## src/rtl/twostage_wdog.sv

```systemverilog
module twostage_wdog #(
  parameter int INTERVAL_LOG2 = 8,
  parameter int RST_PULSE     = 4,
  parameter bit ENABLE_ONCE   = 1'b0,
  parameter int TB_W          = 32
) (
  input  logic        clk,
  input  logic        rst_n,
  input  logic [3:0]  bus_addr,
  input  logic        bus_we,
  input  logic [31:0] bus_wdata,
  output logic [31:0] bus_rdata,
  output logic        irq,
  output logic        sys_rst
);
  localparam int PW = $clog2(RST_PULSE + 1);

  logic                     en_a, en_b, state_q, rstflag_q;
  logic [INTERVAL_LOG2-1:0] ivl_q;
  logic [PW-1:0]            pulse_q;
  logic [TB_W-1:0]          tb_q;

  wire run    = en_a | en_b;
  wire lock   = ENABLE_ONCE & run;
  wire wr_c0  = bus_we && (bus_addr == 4'h0);
  wire wr_c1  = bus_we && (bus_addr == 4'h4);
  wire kick   = wr_c0 && bus_wdata[2];
  wire expire = run && !kick && (ivl_q == '1);
  wire bite   = expire && state_q;
  wire unused_wdata = ^bus_wdata[31:4];

  always_ff @(posedge clk or negedge rst_n) begin
    if (!rst_n) begin
      en_a      <= 1'b0;
      en_b      <= 1'b0;
      state_q   <= 1'b0;
      rstflag_q <= 1'b0;
      ivl_q     <= '0;
      pulse_q   <= '0;
      tb_q      <= '0;
    end else begin
      tb_q <= tb_q + 1'b1;
      if (wr_c0) en_a <= bus_wdata[1] | (lock & en_a);
      if (wr_c1) en_b <= bus_wdata[0] | (lock & en_b);
      if (!run || kick) ivl_q <= '0;
      else              ivl_q <= ivl_q + 1'b1;
      if (kick)        state_q <= 1'b0;
      else if (expire) state_q <= 1'b1;
      if (bite)                         rstflag_q <= 1'b1;
      else if (wr_c0 && bus_wdata[3])   rstflag_q <= 1'b0;
      if (bite)              pulse_q <= PW'(RST_PULSE);
      else if (pulse_q != 0) pulse_q <= pulse_q - 1'b1;
    end
  end

  always_comb begin
    case (bus_addr)
      4'h0:    bus_rdata = {28'd0, rstflag_q, state_q, en_a, 1'b0};
      4'h4:    bus_rdata = {31'd0, en_b};
      4'h8:    bus_rdata = 32'(tb_q);
      default: bus_rdata = 32'd0;
    endcase
  end

  assign irq     = state_q;
  assign sys_rst = (pulse_q != 0);


  a_r5_pulse_has_flag: assert property (@(posedge clk) disable iff (!rst_n)
    $rose(sys_rst) |-> rstflag_q);

  a_r5_needs_warning: assert property (@(posedge clk) disable iff (!rst_n)
    $rose(rstflag_q) |-> $past(state_q));

  a_r3_warn_only_running: assert property (@(posedge clk) disable iff (!rst_n)
    $rose(state_q) |-> $past(run));

  a_r6_kick_clears: assert property (@(posedge clk) disable iff (!rst_n)
    (bus_we && bus_addr == 4'h0 && bus_wdata[2]) |=> !irq);

  a_r8_lock_holds: assert property (@(posedge clk) disable iff (!rst_n)
    lock |=> run);

  a_r9_unmapped_write: assert property (@(posedge clk) disable iff (!rst_n)
    (bus_we && bus_addr != 4'h0 && bus_addr != 4'h4) |=> $stable({en_a, en_b}));
endmodule

```

## config.mk

```make
export PLATFORM = sky130hd
export DESIGN_NAME = twostage_wdog
export DESIGN_NICKNAME = d
export VERILOG_FILES = /design/src/rtl/twostage_wdog.sv
export SDC_FILE = /design/constraint.sdc
export NUM_CORES = 1
export LEC_CHECK = 0
export BUFFER_PORTS_ARGS = -buffer_cell sky130_fd_sc_hd__buf_2
export CAP_MARGIN = 30
export CORE_ASPECT_RATIO = 0.7
export CORE_MARGIN = 3
export CORE_UTILIZATION = 45
export CTS_CLUSTER_SIZE = 40
export DETAILED_ROUTE_END_ITERATION = 7
export PLACE_DENSITY_LB_ADDON = 0.3
export SYNTH_ARGS = -nofsm -noshare
export SYNTH_HDL_FRONTEND = slang
export SYNTH_SLANG_ARGS = --single-unit
```

## constraint.sdc

```tcl
create_clock -name clk -period 4.34 [get_ports clk]
set_clock_uncertainty 0.1 [all_clocks]
set_input_delay 0.868 -clock clk [delete_from_list [all_inputs] [get_ports clk]]
set_output_delay 0.868 -clock clk [all_outputs]
set_load 0.005 [all_outputs]
```

==> results.py <==
metrics = {
    "detailed_routing": {
        "drtAntennaViolNets": 0,
        "drt_pass1_iterations": 4,
        "drc": 0,
        "vias": 1730,
        "wl_per_cell_um": 13.7,
        "viasPerCell": 5.01,
        "drt-initial-drc-count": 92,
        "wl_mm": 4.73,
    },
    "logic_synthesis": {
        "synth-simple-area-share": 0.304,
        "synth_edf_count": 0,
        "synth_fp_nets": 268,
        "yosys_warnings": 0,
        "synthAdderAreaFrac": 0.0208,
        "synthMuxAreaShare": 0.0135,
        "synthCells": 225,
        "synth_compound_area_frac": 0.0260,
        "synth-seq-area-share": 0.488,
        "ys_seq_elements": 47,
        "async_reset_ff_frac": 1.00,
        "synth_cell_types": 35,
        "synthFlopType": "dfrtp_1",
        "synth.avg_cell_area_um2": 10.7,
        "synthesis.area_um2": 2410,
        "synth_xor_area_frac": 0.135,
        "synth_top_family_by_area": "simple AND/OR/NAND/NOR gates",
    },
    "floorplanning": {
        "core_um2": 4970,
        "start_util": 0.485,
        "die_area_um2": 6280,
        "chipHeight_um": 67.2,
        "io-pin-count": 73,
        "num_rows": 21,
        "die_w_um": 93.4,
    },
    "clock_tree": {
        "cts_resized": 0,
        "cts_setup_buffers": 0,
        "insertion_delay_ns": 0.30,
        "cts.sinks": 47,
        "htreeDepth": 2,
        "numCtsBuffers": 5,
        "clockBufferDepth": 2,
        "postCtsHoldBufs": 0,
        "ctsRootBufferMaster": "clkbuf_8",
        "tritoncts": "built",
        "cts.clk_slew.worst_paths_ns": 0.09,
    },
    "cells_and_area": {
        "final_common_cell": "dfrtp_1",
        "drive_gt1_frac": 0.250,
        "final_area_um2": 2870,
        "final_net_count": 318,
        "synthToLayoutAreaGrowth_pct": 19.3,
        "final_cell_mix": "dfrtp_1, buf_2, and2_1, xnor2_1",
        "antenna_cells": 0,
    },
    "setup_path": {
        "end_kind": "primary output",
        "worst-path-max-fanout": 24,
        "crit_buf_inv": 3,
        "slowest_delay_ns": 0.62,
        "worstSetupPathType": "in2out",
        "critPathSlowestCell": "nor4b_2",
        "start_kind": "input port",
        "required_ns": 3.37,
        "worstPathCellList": "buf_2 -> nor4b_2 -> buf_4 -> a22o_1 -> buf_2",
        "crit_family": "simple AND/OR/NAND/NOR gates",
        "cp_common_cell": "buf_2",
        "worstPathArrival_ns": 2.25,
    },
    "job": {
        "max-cap-violations": 0,
    },
    "place": {
        "dpl.hpwl_mm": 3.52,
        "place_area_um2": 2740,
        "gp_congestion": 0.785,
        "port_buffers": 44,
    },
    "global_routing": {
        "grt_pass1_vias": 1715,
        "grt_antenna_before_repair": 0,
        "grt_usage": 0.171,
        "grt_pass1_wl_mm": 8.37,
        "grt_overflow": 0,
        "grt_max_degree": 32,
    },
    "pwr": {
        "powerDensity_nw_per_um2": 319,
        "p_leak_nw": 1.40,
        "ir_drop_mv": 0.120,
    },
    "sta": {
        "finalSetupViolCount": 0,
        "slew_violations": 0,
        "fin_setup_tns_ns": 0,
        "worst_slew_pin_slew_ns": 0.761,
        "max_clock_freq_mhz": 311,
        "rsz0062_at_grt": "false",
        "slew_headroom": 0.489,
        "fin_crit_ns": 3.22,
        "timing.final.crit_share": 0.741,
        "hold_viol": 0,
    },
    "min_path": {
        "worstHoldPathType": "reg2reg",
    },
    "run_status": {
        "status": "finished clean",
    },
}
routing by layer:
metal  share of wire  track usage  up-vias  wire length [µm]
li1                -            -      872                 -
met1            0.51        0.247      829              2390
met2            0.45        0.259       25              2110
met3           0.037       0.0390        4               176
met4          0.0095       0.0530        0                45
met5               0            0        -                 0
cell usage after synthesis, types with 2 or more instances:
cell | count | area (µm²)
a22o_1 | 3 | 26.3
and2_1 | 32 | 200
and3_1 | 4 | 25.0
and4_1 | 4 | 35.0
clkbuf_1 | 3 | 11.3
dfrtp_1 | 47 | 1180
ha_1 | 4 | 50.1
inv_1 | 4 | 15.0
mux2_2 | 2 | 22.5
nand2_1 | 17 | 63.8
nand3_1 | 17 | 85.1
nand3_4 | 2 | 35.0
nand4_1 | 7 | 43.8
nor2_1 | 14 | 52.6
nor3_1 | 7 | 35.0
nor4_2 | 3 | 37.5
nor4_4 | 2 | 42.5
xnor2_1 | 21 | 184
xor2_1 | 16 | 140
through the flow:
step | instances | setup WS, ns | hold slack (ns) | utilization | power [W]
final | 345 | 1.12 | 0.379 | 0.579 | 0.000915
after floorplan | 225 | 1.52 | 0.338 | - | 0.000513
after detailed placement | 337 | 1.08 | 0.368 | 0.551 | 0.000545
after global routing | 345 | 0.952 | 0.396 | 0.579 | 0.000956
after CTS | 345 | 1.08 | 0.380 | 0.579 | 0.000924
after global placement | 335 | 1.14 | 0.353 | 0.546 | 0.000541
final timing paths:
path                              from            to  slack [ns]  depth (start not counted)
hold / removal                tb_q[31]      tb_q[31]        0.38                          1
max in group asynchronous        rst_n      ivl_q[3]        3.25                          2
setup / recovery           bus_addr[1]  bus_rdata[3]        1.12                          5
min in group asynchronous        rst_n          en_b        0.39                          1
hold reg to reg               tb_q[31]      tb_q[31]        0.38                          1
setup reg to reg               tb_q[0]      tb_q[18]        2.45                          5
where the power goes:
group / total, W / switching [W] / internal, W
clock network: 0.000380 / 0.000151 / 0.000230
registers: 0.000473 / 0.0000176 / 0.000456
logic: 0.0000616 / 0.0000357 / 0.0000260
total: 0.000915 / 0.000204 / 0.000711
logic make-up after synthesis:
group	count (synthesis)
and+or+nand+nor	118
DFF	47
xor gates and xnor gates	37
AOI/OAI and AO/OA	8
buffers and inverters	8
adders and majority gates	4
muxes	3
area by class of cell:
type	instances	area, µm²
Tap cell	69	86.3
Timing Repair Buffer	47	253
Sequential cell	47	1180
Fill cell	434	2090
Multi-Input combinational cell	170	1210
Clock inverter	3	67.6
Inverter	4	15.0
Clock buffer	5	68.8
state kept, by name, indices dropped and copies added, names as in the netlist:
| register | flops |
|---|---|
| ivl_q | 8 |
| en_b | 1 |
| irq | 1 |
| tb_q | 32 |
| en_a | 1 |
| rstflag_q | 1 |
| pulse_q | 3 |
(Power assumes the default switching activity.)
